`src/rtl/tick_pwm_pkg.sv`:
```
// Shared constants and the divisor lookup for the table-prescaled PWM.
// Assumes a 4-bit divisor code; a returned divisor of zero marks a reserved code.
package tick_pwm_pkg;
    localparam int CODE_W   = 4;
    localparam int DIV_MAX  = 72000;
    localparam int DIV_W    = $clog2(DIV_MAX + 1);
    localparam int BIT_EN   = 4;
    localparam int BIT_LVL  = 5;
    localparam int BIT_RUN  = 6;

    // Maps a divisor code to its clock divisor; 0 means reserved.
    function automatic logic [DIV_W-1:0] divisor_of(input logic [CODE_W-1:0] code);
        case (code)
            4'd0:    divisor_of = DIV_W'(120);
            4'd1:    divisor_of = DIV_W'(180);
            4'd2:    divisor_of = DIV_W'(240);
            4'd3:    divisor_of = DIV_W'(360);
            4'd4:    divisor_of = DIV_W'(480);
            4'd8:    divisor_of = DIV_W'(12000);
            4'd9:    divisor_of = DIV_W'(24000);
            4'd10:   divisor_of = DIV_W'(36000);
            4'd11:   divisor_of = DIV_W'(48000);
            4'd12:   divisor_of = DIV_W'(72000);
            4'd15:   divisor_of = DIV_W'(1);
            default: divisor_of = '0;
        endcase
    endfunction
endpackage

```
`src/rtl/tick_pwm_regs.sv`:
```
// Register file: control word and period/duty word with combinational read.
// Assumes word-aligned byte offsets; other offsets are ignored and read as zero.
module tick_pwm_regs #(
    parameter int ADDR_W = 3,
    parameter int DATA_W = 32
) (
    input  logic              clk,
    input  logic              rst_n,
    input  logic              wr,
    input  logic [ADDR_W-1:0] addr,
    input  logic [DATA_W-1:0] wdata,
    output logic [DATA_W-1:0] rdata,
    output logic [DATA_W-1:0] ctrl_q,
    output logic [DATA_W-1:0] prd_q
);
    localparam int WORD_BITS = ADDR_W - 2;

    logic aligned, sel_ctrl, sel_prd;

    // Decodes the two word offsets.
    always_comb begin
        aligned  = (addr[1:0] == 2'b00);
        sel_ctrl = aligned && (addr[ADDR_W-1:2] == WORD_BITS'(0));
        sel_prd  = aligned && (addr[ADDR_W-1:2] == WORD_BITS'(1));
    end

    // Stores written words; reset clears both.
    always_ff @(posedge clk) begin
        if (!rst_n) begin
            ctrl_q <= '0;
            prd_q  <= '0;
        end else if (wr) begin
            if (sel_ctrl) ctrl_q <= wdata;
            if (sel_prd)  prd_q  <= wdata;
        end
    end

    // Returns the addressed word or zero.
    always_comb begin
        if (sel_ctrl)     rdata = ctrl_q;
        else if (sel_prd) rdata = prd_q;
        else              rdata = '0;
    end
endmodule

```
`src/rtl/tick_pwm_prescaler.sv`:
```
// Divides the reference clock by the table divisor and emits one-cycle ticks.
// Assumes the code may change only while run is low; a stale count past the
// new limit is wrapped on the next advance.
module tick_pwm_prescaler
    import tick_pwm_pkg::*;
(
    input  logic              clk,
    input  logic              rst_n,
    input  logic [CODE_W-1:0] code,
    input  logic              en,
    input  logic              run,
    output logic              valid,
    output logic              idle,
    output logic              tick,
    output logic [DIV_W-1:0]  div_cnt
);
    logic [DIV_W-1:0] divisor, limit;

    // Looks up the divisor and derives the idle condition.
    always_comb begin
        divisor = divisor_of(code);
        valid   = (divisor != '0);
        limit   = divisor - DIV_W'(1);
        idle    = !en || !valid;
        tick    = !idle && run && (div_cnt >= limit);
    end

    // Advances the divider while running; clears it while idle.
    always_ff @(posedge clk) begin
        if (!rst_n || idle)
            div_cnt <= '0;
        else if (run)
            div_cnt <= (div_cnt >= limit) ? '0 : div_cnt + DIV_W'(1);
    end
endmodule

```
`src/rtl/tick_pwm_wave.sv`:
```
// Period counter with boundary-latched period/duty and output level select.
// Assumes tick is a single-cycle strobe and never high while idle.
module tick_pwm_wave #(
    parameter int CNT_W = 16
) (
    input  logic             clk,
    input  logic             rst_n,
    input  logic             idle,
    input  logic             tick,
    input  logic             act_lvl,
    input  logic [CNT_W-1:0] prd_in,
    input  logic [CNT_W-1:0] duty_in,
    output logic [CNT_W-1:0] cnt,
    output logic [CNT_W-1:0] prd_w,
    output logic [CNT_W-1:0] duty_w,
    output logic             pwm_out
);
    logic wrap, active;

    // Detects the last tick of a period.
    always_comb wrap = (cnt >= prd_w);

    // Counts ticks and reloads working values at each wrap or while idle.
    always_ff @(posedge clk) begin
        if (!rst_n) begin
            cnt    <= '0;
            prd_w  <= '0;
            duty_w <= '0;
        end else if (idle) begin
            cnt    <= '0;
            prd_w  <= prd_in;
            duty_w <= duty_in;
        end else if (tick) begin
            if (wrap) begin
                cnt    <= '0;
                prd_w  <= prd_in;
                duty_w <= duty_in;
            end else begin
                cnt <= cnt + CNT_W'(1);
            end
        end
    end

    // Selects active or inactive level.
    always_comb begin
        active  = !idle && (cnt < duty_w);
        pwm_out = active ? act_lvl : !act_lvl;
    end
endmodule

```
`src/rtl/tick_pwm.sv`:
```
// Top of the table-prescaled single-channel PWM generator.
// Assumes a 32-bit register word holding two CNT_W fields in the period word.
module tick_pwm
    import tick_pwm_pkg::*;
#(
    parameter int ADDR_W = 3,
    parameter int DATA_W = 32,
    parameter int CNT_W  = 16
) (
    input  logic              clk,
    input  logic              rst_n,
    input  logic              reg_wr,
    input  logic [ADDR_W-1:0] reg_addr,
    input  logic [DATA_W-1:0] reg_wdata,
    output logic [DATA_W-1:0] reg_rdata,
    output logic              pwm_out
);
    logic [DATA_W-1:0] ctrl_q, prd_q;
    logic              en, run, act_lvl, valid, idle, tick;
    logic [CODE_W-1:0] code;
    logic [DIV_W-1:0]  div_cnt;
    logic [CNT_W-1:0]  per_cnt, prd_w, duty_w;

    tick_pwm_regs #(.ADDR_W(ADDR_W), .DATA_W(DATA_W)) u_regs (
        .clk(clk), .rst_n(rst_n), .wr(reg_wr), .addr(reg_addr),
        .wdata(reg_wdata), .rdata(reg_rdata), .ctrl_q(ctrl_q), .prd_q(prd_q)
    );

    // Splits the control word into its fields.
    always_comb begin
        code    = ctrl_q[CODE_W-1:0];
        en      = ctrl_q[BIT_EN];
        act_lvl = ctrl_q[BIT_LVL];
        run     = ctrl_q[BIT_RUN];
    end

    tick_pwm_prescaler u_pre (
        .clk(clk), .rst_n(rst_n), .code(code), .en(en), .run(run),
        .valid(valid), .idle(idle), .tick(tick), .div_cnt(div_cnt)
    );

    tick_pwm_wave #(.CNT_W(CNT_W)) u_wave (
        .clk(clk), .rst_n(rst_n), .idle(idle), .tick(tick), .act_lvl(act_lvl),
        .prd_in(prd_q[2*CNT_W-1:CNT_W]), .duty_in(prd_q[CNT_W-1:0]),
        .cnt(per_cnt), .prd_w(prd_w), .duty_w(duty_w), .pwm_out(pwm_out)
    );
endmodule

```
`config.mk`:
```
export PLATFORM = sky130hd
export DESIGN_NAME = tick_pwm
export DESIGN_NICKNAME = d
export VERILOG_FILES = /design/src/rtl/tick_pwm_pkg.sv /design/src/rtl/tick_pwm_regs.sv /design/src/rtl/tick_pwm_prescaler.sv /design/src/rtl/tick_pwm_wave.sv /design/src/rtl/tick_pwm.sv
export SDC_FILE = /design/constraint.sdc
export NUM_CORES = 1
export LEC_CHECK = 0
export CAP_MARGIN = 20
export CELL_PAD_IN_SITES_DETAIL_PLACEMENT = 1
export CELL_PAD_IN_SITES_GLOBAL_PLACEMENT = 1
export CORE_UTILIZATION = 49
export CTS_CLUSTER_DIAMETER = 150
export DETAILED_ROUTE_END_ITERATION = 6
export DONT_BUFFER_PORTS = 1
export PLACE_DENSITY = 0.9
export SETUP_SLACK_MARGIN = 0.3
export SLEW_MARGIN = 25
export SYNTH_ARGS = -nofsm -noshare
export SYNTH_HDL_FRONTEND = slang
export SYNTH_HIERARCHICAL = 1
export SYNTH_SLANG_ARGS = --single-unit
```
`constraint.sdc`:
```
create_clock -name clk -period 4.85 [get_ports clk]
set_input_delay 0.97 -clock clk [delete_from_list [all_inputs] [get_ports clk]]
set_output_delay 0.97 -clock clk [all_outputs]
set_load 0.005 [all_outputs]
```
==> results of run 1 <==
==> per-stage QoR <==
stage	hold slack [ns]	util	instance area (um2)	worst slack (ns)	total power, mW
after detailed placement	0.450	0.503	7310	0.460	1.21
after floorplan	0.434	-	7280	0.857	1.20
after CTS	0.460	0.542	7880	0.332	2.46
final	0.464	0.545	7930	0.448	2.46
after global placement	0.441	0.503	7310	0.605	1.20
after global routing	0.483	0.545	7930	0.245	2.53
==> synthesized netlist by cell type, types with 2 or more instances <==
| library cell | instances | area share |
|---|---|---|
| sky130_fd_sc_hd__a2111oi_0 | 3 | 0.0036 |
| sky130_fd_sc_hd__o21ai_0 | 10 | 0.0069 |
| sky130_fd_sc_hd__buf_2 | 17 | 0.012 |
| sky130_fd_sc_hd__buf_1 | 3 | 0.0015 |
| sky130_fd_sc_hd__nand3_1 | 16 | 0.011 |
| sky130_fd_sc_hd__inv_1 | 43 | 0.022 |
| sky130_fd_sc_hd__ha_1 | 56 | 0.096 |
| sky130_fd_sc_hd__a21o_1 | 5 | 0.0052 |
| sky130_fd_sc_hd__nand2b_1 | 2 | 0.0017 |
| sky130_fd_sc_hd__xnor2_1 | 19 | 0.023 |
| sky130_fd_sc_hd__nor2b_1 | 3 | 0.0026 |
| sky130_fd_sc_hd__a22o_1 | 32 | 0.039 |
| sky130_fd_sc_hd__o21a_1 | 2 | 0.0021 |
| sky130_fd_sc_hd__mux2_2 | 3 | 0.0046 |
| sky130_fd_sc_hd__nor4_1 | 5 | 0.0043 |
| sky130_fd_sc_hd__buf_4 | 3 | 0.0031 |
| sky130_fd_sc_hd__mux2i_1 | 98 | 0.13 |
| sky130_fd_sc_hd__nand2_1 | 191 | 0.099 |
| sky130_fd_sc_hd__xor2_1 | 15 | 0.018 |
| sky130_fd_sc_hd__and4_1 | 3 | 0.0036 |
| sky130_fd_sc_hd__o211ai_1 | 2 | 0.0021 |
| sky130_fd_sc_hd__nor3_1 | 31 | 0.021 |
| sky130_fd_sc_hd__clkbuf_1 | 14 | 0.0072 |
| sky130_fd_sc_hd__a21oi_1 | 26 | 0.018 |
| sky130_fd_sc_hd__nor3_2 | 9 | 0.012 |
| sky130_fd_sc_hd__and3_1 | 4 | 0.0034 |
| sky130_fd_sc_hd__inv_2 | 2 | 0.0010 |
| sky130_fd_sc_hd__nand4_1 | 15 | 0.013 |
| sky130_fd_sc_hd__nor2_1 | 27 | 0.014 |
| sky130_fd_sc_hd__a31oi_1 | 3 | 0.0026 |
| sky130_fd_sc_hd__buf_6 | 9 | 0.014 |
| sky130_fd_sc_hd__dfxtp_1 | 129 | 0.35 |
| sky130_fd_sc_hd__and2_1 | 2 | 0.0017 |
==> kinds of logic (layout without fill, tap and decap cells) <==
group                      Yosys count  in the layout  synth area share
AOI/OAI and AO/OA                   97             97            0.0977
buffers and inverters               92             88            0.0634
xor gates and xnor gates            34             34            0.0409
muxes                              101            101             0.139
DFF                                129            129             0.355
adders and majority gates           56             56            0.0963
and+or+nand+nor                    320            320             0.207
==> worst max-delay path, cell delays in order, from the launching register on <==
cell and delay (ns):
sky130_fd_sc_hd__dfxtp_1 0.37, sky130_fd_sc_hd__inv_1 0.15, sky130_fd_sc_hd__ha_1 0.31, sky130_fd_sc_hd__or2b_1 0.32
sky130_fd_sc_hd__a21oi_1 0.18, sky130_fd_sc_hd__o21ai_2 0.11, sky130_fd_sc_hd__nor2_2 0.18, sky130_fd_sc_hd__inv_2 0.06
sky130_fd_sc_hd__nand2_1 0.21, sky130_fd_sc_hd__nor2_1 0.11, sky130_fd_sc_hd__o21ai_0 0.12, sky130_fd_sc_hd__mux2_2 0.37
sky130_fd_sc_hd__nor4b_2 0.32, sky130_fd_sc_hd__buf_4 0.18
==> sequential cells by signal, indices dropped and copies added, names as in the netlist <==
| name | cells |
|---|---|
| u_regs/prd_q | 32 |
| u_regs/ctrl_q | 32 |
| u_wave/cnt | 16 |
| u_pre/div_cnt | 17 |
| u_wave/duty_w | 16 |
| u_wave/prd_w | 16 |
==> layer usage <==
metal | GRT usage | vias to the layer above
met5 | 0 | -
met4 | 0.146 | 0
met3 | 0.0870 | 73
met2 | 0.524 | 230
met1 | 0.360 | 3069
li1 | - | 2845
==> timing repair <==
action | CTS | global route
endpoints found under the setup margin | 10 | 38
hold buffers | 0 | 0
gates resized for setup | 1 | 7
setup buffers | 0 | 2
==> final cells by class <==
type	count	area (um2)	share of cell area
multi-input combinational	608	4280	0.540
sequential	129	2590	0.326
clock buffer	20	447	0.0564
tap	184	230	0.0290
inverter	45	169	0.0213
clock inverter	12	121	0.0153
timing repair buffer	11	95.1	0.0120
==> power groups by stage <==
| stage | clock network [mW] | logic [mW] | registers [mW] |
|---|---|---|---|
| after floorplan | 0 | 0.0977 | 1.11 |
| after global placement | 0 | 0.0945 | 1.11 |
| after detailed placement | 0 | 0.0998 | 1.11 |
| after CTS | 1.27 | 0.106 | 1.09 |
| after global routing | 1.32 | 0.116 | 1.09 |
| final | 1.26 | 0.110 | 1.09 |
==> worst min path at each step <==
stage / end / start / depth (start not counted)
detailed placement: u_regs/ctrl_q[11] / u_regs/ctrl_q[11] / 2
global route: u_regs/ctrl_q[29] / u_regs/ctrl_q[29] / 2
finish: u_regs/ctrl_q[11] / u_regs/ctrl_q[11] / 2
CTS: u_regs/ctrl_q[11] / u_regs/ctrl_q[11] / 2
floorplan: u_regs/ctrl_q[10] / u_regs/ctrl_q[10] / 2
global placement: u_regs/ctrl_q[21] / u_regs/ctrl_q[21] / 2
==> results.toml, run 1 <==
[run_status]
status = "finished, final reports clean"

[setup_path]
minimum_setup_slack_among_reg_to_reg_paths_ns = 0.57
r2r_start = "u_regs/ctrl_q[0]"
crit_start = "u_regs/ctrl_q[0]"
path_class = "flip-flop to output pin"
worst_r2r_endpoint = "u_wave/duty_w[8]"
worst_setup_path_end_kind = "output pin"
timing.critical_path.required_ns = 3.88
critical_path.startpoint_type = "flip-flop"
worstPathMaxFanout = 5
r2r_cells = 17
arrival_ns = 3.43
setup.worst_path.end = "pwm_out"

[clock_tree]
clock_latency_ns = 0.43
cts_max_level = 4
clk_pin_slew_worst_paths_ns = 0.06
cts_tree = "yes"
cts_made_buffers = 17
cts-root-buf = "sky130_fd_sc_hd__clkbuf_16"
tritoncts_sink_count = 129
cts-root-to-sink-buffers = 2

[sta]
unrepaired_setup_endpoints_after_global_routing = "yes"
report.final.slew_viol_count = 0
finalSetupTns_ns = 0
worst_slew_margin_rel = 0.450
final.period_utilization = 0.908
hold_viol_final = 0
clock-skew-final_ns = 0.0187
tightestPinTransition_ns = 0.822
max_freq_ghz = 0.227
shortest_period_the_worst_path_allows_ns = 4.40
final_count_of_negative_setup_slack_endpoints = 0

[power_and_ir_drop]
pwr-share-clk = 0.512
power-per-cell-area_mw_per_mm2 = 310
net-switching-power_mw = 0.613
power_frac_comb = 0.045
total_leakage_power_nw = 3.01
netSwitchingFraction = 0.249
power.share.sequential = 0.443
max_vdd_drop_mv = 0.452
internal_power_mw = 1.84

[synth]
synth_seq_area_share = 0.355
count_of_flip_flops_with_a_built_in_enable_after_synthesis = 0
synth-main-ff-cell = "sky130_fd_sc_hd__dfxtp_1"
syn-num-nets = 923
asyncSetResetFlopFracSynth = 0
synth.avg_cell_area_um2 = 8.78
synth.distinct_cells = 60
yosys_warnings = 6
synth-seq-cells = 129
synth.cell_area_mm2 = 0.00728
netlist_instances = 829

[placed_design]
dp_hpwl_um = 13500
place.detailed.instances = 975
place_congestion = 0.887
numPortBuffers = 0

[layout]
diodes = 0
area.growth.synth_to_final_pct = 8.92
instances_no_fill = 1009
nets = 906
mostFrequentLayoutCells = "191 x sky130_fd_sc_hd__nand2_1, 126 x sky130_fd_sc_hd__dfxtp_1, 98 x sky130_fd_sc_hd__mux2i_1, 56 x sky130_fd_sc_hd__ha_1, 43 x sky130_fd_sc_hd__inv_1"
layout_cell_share_with_drive_strength_beyond_1 = 0.0933
layout.cells.most_common = "sky130_fd_sc_hd__nand2_1"
fill_cells = 1691

[drt]
viasPerCell = 6.16
vias = 6217
total_iterations_of_the_first_detailed_routing_run = 5
wirelength_um = 22900
route.top_layer_used = "met4"
ant_nets_after_route = 0
detailroute.wirelength.met3_um = 1320
route.detailed.wl_per_inst_um = 22.7
drc_violations_left = 0
drt-initial-drc-count = 482
route.met2.wl_um = 11200
m1WireLength_um = 9570

[floorplanning]
die_area_mm2 = 0.0153
die_x_um = 124
rows = 44
core_mm2 = 0.0145
ios = 71
die-height_um = 124
start_util = 0.501

[grt]
antenna_found_initial = 0
maximum_number_of_pins_on_one_net_before_global_route_repair = 163
grt-ovfl-total = 0
first_global_vias = 6639
gr-usage-all-layers = 0.310
grt_pass1_wl_um = 35600

[min_path]
worst_hold_path_type = "flip-flop to flip-flop"

[job]
cap_viol_max_count = 0
Power figures use the tool's default switching activity.
==> run 2: changes to the inputs <==
- MAX_ROUTING_LAYER: default -> met4
==> run 2 against run 1 <==
  * Fmax grew 2.1%
  * Utilization shrank 0.19 points
  * Flip-flop and latch count unchanged
  * Clock power grew 4%
  * Clock skew decreased by 0.0026 ns
  * Non-clock buffer count down 3
==> results.toml, run 2 (synthesized netlist as in run 1, its figures left out) <==
[grt]
maximum_number_of_pins_on_one_net_before_global_route_repair = 163
grt_pass1_wl_um = 34400
grt-ovfl-total = 0
antenna_found_initial = 0
first_global_vias = 6362
gr-usage-all-layers = 0.309

[clock_tree]
cts_max_level = 4
cts_tree = "yes"
cts-root-to-sink-buffers = 2
ctsResizeCount = 2
clock_latency_ns = 0.44
clk_pin_slew_worst_paths_ns = 0.06
cts_made_buffers = 17
tritoncts_sink_count = 129
cts-root-buf = "sky130_fd_sc_hd__clkbuf_16"
number_of_buffers_inserted_to_repair_setup_after_cts = 0
ctsHoldBuffers = 0

[sta]
unrepaired_setup_endpoints_after_global_routing = "no"
hold_worst_slack_ns = 0.463
final.period_utilization = 0.889
max_freq_ghz = 0.232
final_count_of_negative_setup_slack_endpoints = 0
tightestPinTransition_ns = 0.821
finalSetupTns_ns = 0
worst_slew_margin_rel = 0.452
post-route-worst-setup-slack_ns = 0.538
hold_viol_final = 0
clock-skew-final_ns = 0.0162
report.final.slew_viol_count = 0
shortest_period_the_worst_path_allows_ns = 4.31

[setup_path]
critical_path.startpoint_type = "flip-flop"
worst_setup_path_end_kind = "output pin"
crit_slowest_cell = "sky130_fd_sc_hd__dfxtp_2"
cp_cell_sequence = "inv_1, ha_1, or2b_1, a21oi_1, o21ai_2, nor2_2, inv_2, nand2_2, nor2_1, o21ai_0, mux2_2, nor4b_1, buf_4"
worstPathMaxFanout = 9
arrival_ns = 3.34
critical_path.top_delay_family = "simple AND/OR/NAND/NOR gates"
path_class = "flip-flop to output pin"
critical-path-max-stage-delay_ns = 0.42
timing.critical_path.required_ns = 3.88
critPathBufInv = 3

[placed_design]
place_congestion = 0.857
preCtsSetupSlack_ns = 0.411
post_dp_cell_area_mm2 = 0.00730
place.detailed.instances = 974
numPortBuffers = 0
dp_hpwl_um = 13600

[drt]
route.detailed.wl_per_inst_um = 21.7
viasPerCell = 6.08
drt-initial-drc-count = 391
ant_nets_after_route = 0
wirelength_um = 21800
drc_violations_left = 0
total_iterations_of_the_first_detailed_routing_run = 4
vias = 6112

[power_and_ir_drop]
power-per-cell-area_mw_per_mm2 = 317
total_leakage_power_nw = 3.01
fin_total_pwr_mw = 2.50
max_vdd_drop_mv = 0.248

[layout]
final_core_utilization = 0.543
mostFrequentLayoutCells = "190 x sky130_fd_sc_hd__nand2_1, 126 x sky130_fd_sc_hd__dfxtp_1, 98 x sky130_fd_sc_hd__mux2i_1, 56 x sky130_fd_sc_hd__ha_1, 43 x sky130_fd_sc_hd__inv_1"
nets = 903
largestRegisters = "u_regs/ctrl_q x32, u_regs/prd_q x32, u_pre/div_cnt x17"
layout.cells.most_common = "sky130_fd_sc_hd__nand2_1"
final_design_area_no_fill_mm2 = 0.00790
diodes = 0
instances_no_fill = 1006
layout_cell_share_with_drive_strength_beyond_1 = 0.0912
area.growth.synth_to_final_pct = 8.55

[floorplanning]
core_mm2 = 0.0145
die-height_um = 124
start_util = 0.501
die_x_um = 124
ios = 71
die_area_mm2 = 0.0153
rows = 44

[job]
cap_viol_max_count = 0

[run_status]
status = "finished, final reports clean"

[min_path]
worst_hold_path_type = "flip-flop to flip-flop"
-- run 2: changes by cell type in the layout (fill, tap and decap cells not counted), sizes merged --
cell and delta:
buf -3, clkbuf -2, clkinv +1, clkinvlp -2
inv +3
-- run 2: area by class of cell --
type	instances	area [um2]
Multi-Input combinational cell	608	4260
Timing Repair Buffer	8	72.6
Clock inverter	14	143
Inverter	45	169
Fill cell	1704	6640
Tap cell	184	230
Sequential cell	129	2590
Clock buffer	18	439
-- run 2: power breakdown --
group	switching (mW)	internal, mW	total [mW]
registers	0.0145	1.07	1.09
clock network	0.570	0.737	1.31
logic	0.0637	0.0408	0.105
-- run 2: final timing paths --
check	cells past startpoint	start	slack, ns	endpoint
worst max register to register	17	u_regs/ctrl_q[1]	0.56	u_wave/prd_w[6]
worst max-delay path	13	u_regs/ctrl_q[1]	0.54	pwm_out
worst min-delay path	2	u_regs/ctrl_q[29]	0.46	u_regs/ctrl_q[29]
worst min register to register	2	u_regs/ctrl_q[29]	0.46	u_regs/ctrl_q[29]
-- run 2: worst register-to-register path: stages, from the launching register on --
cell,delay (ns)
sky130_fd_sc_hd__dfxtp_2,0.42
sky130_fd_sc_hd__inv_1,0.13
sky130_fd_sc_hd__ha_1,0.27
sky130_fd_sc_hd__or2b_1,0.32
sky130_fd_sc_hd__a21oi_1,0.18
sky130_fd_sc_hd__o21ai_2,0.10
sky130_fd_sc_hd__nor2_2,0.18
sky130_fd_sc_hd__a21oi_1,0.08
sky130_fd_sc_hd__ha_1,0.32
sky130_fd_sc_hd__o21ai_0,0.18
sky130_fd_sc_hd__nor2_1,0.06
sky130_fd_sc_hd__o31a_1,0.28
sky130_fd_sc_hd__a311o_1,0.34
sky130_fd_sc_hd__o21ba_2,0.28
sky130_fd_sc_hd__nor2_1,0.18
sky130_fd_sc_hd__a31o_2,0.34
sky130_fd_sc_hd__buf_12,0.26
sky130_fd_sc_hd__mux2i_1,0.28
-- run 2: metal layers --
| layer | vias to the layer above | track usage | share of wire |
|---|---|---|---|
| met5 | - | - | 0 |
| met4 | 0 | 0.145 | 0.035 |
| met3 | 66 | 0.0673 | 0.045 |
| met2 | 192 | 0.503 | 0.50 |
| met1 | 3035 | 0.361 | 0.42 |
| li1 | 2819 | - | - |
==> run 3: changes to the inputs <==
- CTS_CLUSTER_SIZE: default -> 14
- clock period: 4.85 -> 4.2 ns (I/O delays scaled with it)
==> run 3 against run 2 <==
  * The flow now finishes with violations (setup timing)
  * Register-to-register slack lost 0.59 ns
  * Utilization rose by 3.0 points
  * Die area stayed put
  * Final cell count increased by 2.3%
  * Routed wire length grew 30%
  * Clock power up 18%
  * Setup slack lost 0.56 ns
  * Largest power group unchanged
==> results.toml, run 3 (synthesized netlist as in run 1, its figures left out) <==
[run_status]
status = "finished, violations left"
violations = "setup timing"

[layout]
layout.cells.most_common = "sky130_fd_sc_hd__nand2_1"
diodes = 0
mostFrequentLayoutCells = "190 x sky130_fd_sc_hd__nand2_1, 125 x sky130_fd_sc_hd__dfxtp_1, 96 x sky130_fd_sc_hd__mux2i_1, 52 x sky130_fd_sc_hd__ha_1, 41 x sky130_fd_sc_hd__inv_1"
nets = 926
area.growth.synth_to_final_pct = 14.5
fill_cells = 1630
largestRegisters = "u_regs/ctrl_q x32, u_regs/prd_q x32, u_pre/div_cnt x17"
layout_cell_share_with_drive_strength_beyond_1 = 0.149

[power_and_ir_drop]
total_leakage_power_nw = 3.21
power.share.sequential = 0.426
power_frac_comb = 0.051
pwr-share-clk = 0.523
net-switching-power_mw = 0.804
internal_power_mw = 2.15
power-per-cell-area_mw_per_mm2 = 354
netSwitchingFraction = 0.272
max_vdd_drop_mv = 0.315

[floorplanning]
die_x_um = 124
die_area_mm2 = 0.0153
ios = 71
start_util = 0.501
die-height_um = 124
core_mm2 = 0.0145
rows = 44

[setup_path]
worstPathMaxFanout = 15
critPathBufInv = 2
critical-path-max-stage-delay_ns = 0.37
r2r_start = "u_regs/ctrl_q[0]"
cp_cell_sequence = "buf_6, ha_1, nand3_1, ha_2, o21ai_2, mux2i_1, a21o_1, ha_1, nand4_1, nor4_2, o31a_1, a311o_1, o21ba_4, nor2_1, a31o_4, buf_12, mux2i_1"
path_class = "flip-flop to flip-flop"
critical_path.top_delay_family = "compound AO/OA/AOI/OAI gates"
crit_slowest_cell = "sky130_fd_sc_hd__dfxtp_4"
crit_cells = 17
arrival_ns = 4.55
r2r_cells = 17
worst_setup_path_end_kind = "flip-flop"
timing.critical_path.required_ns = 4.52
crit_start = "u_regs/ctrl_q[0]"
worst_r2r_endpoint = "u_wave/prd_w[0]"
minimum_setup_slack_among_reg_to_reg_paths_ns = -0.03
critical_path.startpoint_type = "flip-flop"
setup.worst_path.end = "u_wave/prd_w[0]"

[sta]
hold_worst_slack_ns = 0.473
tightestPinTransition_ns = 0.984
max_freq_ghz = 0.237
post-route-worst-setup-slack_ns = -0.0272
hold_viol_final = 0
final_count_of_negative_setup_slack_endpoints = 1
unrepaired_setup_endpoints_after_global_routing = "yes"
shortest_period_the_worst_path_allows_ns = 4.23
report.final.slew_viol_count = 0
final.period_utilization = 1.01
worst_slew_margin_rel = 0.343
clock-skew-final_ns = 0.0223

[clock_tree]
cts-root-to-sink-buffers = 2
cts_tree = "yes"
clock_latency_ns = 0.45
tritoncts_sink_count = 129
cts_max_level = 4
clk_pin_slew_worst_paths_ns = 0.07
cts_made_buffers = 17
ctsHoldBuffers = 0
cts-root-buf = "sky130_fd_sc_hd__clkbuf_16"

[drt]
ant_nets_after_route = 0
route.detailed.wl_per_inst_um = 27.6
drc_violations_left = 0
wirelength_um = 28400
total_iterations_of_the_first_detailed_routing_run = 5
drt-initial-drc-count = 609
viasPerCell = 6.60
vias = 6793

[grt]
grt-ovfl-total = 0
first_global_vias = 6676
grt_pass1_wl_um = 36700
maximum_number_of_pins_on_one_net_before_global_route_repair = 163
gr-usage-all-layers = 0.331
antenna_found_initial = 0

[placed_design]
place_congestion = 0.839
numPortBuffers = 0
dp_hpwl_um = 13900
preCtsSetupSlack_ns = 0.123

[min_path]
worst_hold_path_type = "flip-flop to flip-flop"

[job]
cap_viol_max_count = 0
-- run 3: changes by cell type in the layout (fill, tap and decap cells not counted), sizes merged --
cell / before / now
inv: 53 / 52
clkinv: 4 / 3
clkinvlp: 1 / 3
buf: 8 / 31
-- run 3: timing repair --
| action | in CTS | in global routing |
|---|---|---|
| setup endpoints to repair | 48 | 48 |
| gates resized for setup | 15 | 40 |
| pin swaps | 0 | 20 |
| setup buffers | 2 | 14 |
-- run 3: how the worst min path moves through the flow --
stage          cells past startpoint           endpoint  slack [ns]               from
2_1_floorplan                      2  u_regs/ctrl_q[10]        0.43  u_regs/ctrl_q[10]
3_3_place_gp                       2  u_regs/ctrl_q[20]        0.44  u_regs/ctrl_q[20]
3_5_place_dp                       2  u_regs/ctrl_q[11]        0.45  u_regs/ctrl_q[11]
4_1_cts                            2  u_regs/ctrl_q[19]        0.47  u_regs/ctrl_q[19]
5_1_grt                            2   u_regs/ctrl_q[7]        0.48   u_regs/ctrl_q[7]
6_report                           2  u_wave/duty_w[12]        0.47  u_wave/duty_w[12]
-- run 3: tightest hold or removal path: stages (launching register included) --
cell and delay [ns]:
sky130_fd_sc_hd__dfxtp_1 0.31, sky130_fd_sc_hd__nand2_1 0.06, sky130_fd_sc_hd__mux2i_1 0.06
-- run 3: area by class of cell --
class	count	area, um2	area share
Inverter	45	173	0.0207
Timing Repair Buffer	31	265	0.0318
Clock buffer	18	439	0.0527
Sequential cell	129	2590	0.312
Multi-Input combinational cell	608	4490	0.539
Clock inverter	14	141	0.0170
Tap cell	184	230	0.0276
-- run 3: power groups by stage --
| stage | sequential [mW] | combinational, mW | clock, mW |
|---|---|---|---|
| floorplan | 1.28 | 0.113 | 0 |
| global placement | 1.28 | 0.113 | 0 |
| detailed placement | 1.28 | 0.118 | 0 |
| CTS | 1.26 | 0.128 | 1.52 |
| global route | 1.26 | 0.156 | 1.59 |
| finish | 1.26 | 0.150 | 1.54 |
-- run 3: per-layer routing --
metal	share of wire	track usage	vias to the layer above
met3	0.074	0.0760	177
met4	0.073	0.156	0
met2	0.48	0.552	432
met5	0	-	-
met1	0.37	0.376	3308
li1	-	-	2876
-- run 3: per-stage QoR --
stage | power [mW] | instance area [um2] | util | instances | setup TNS [ns]
6_report | 2.95 | 8330 | 0.573 | 1029 | -0.0272
5_1_grt | 3.00 | 8330 | 0.573 | 1029 | -0.128
4_1_cts | 2.90 | 8050 | 0.554 | 1015 | 0
3_5_place_dp | 1.40 | 7370 | 0.507 | 981 | 0
3_3_place_gp | 1.39 | 7370 | 0.507 | 981 | 0
2_1_floorplan | 1.39 | 7280 | - | 829 | 0
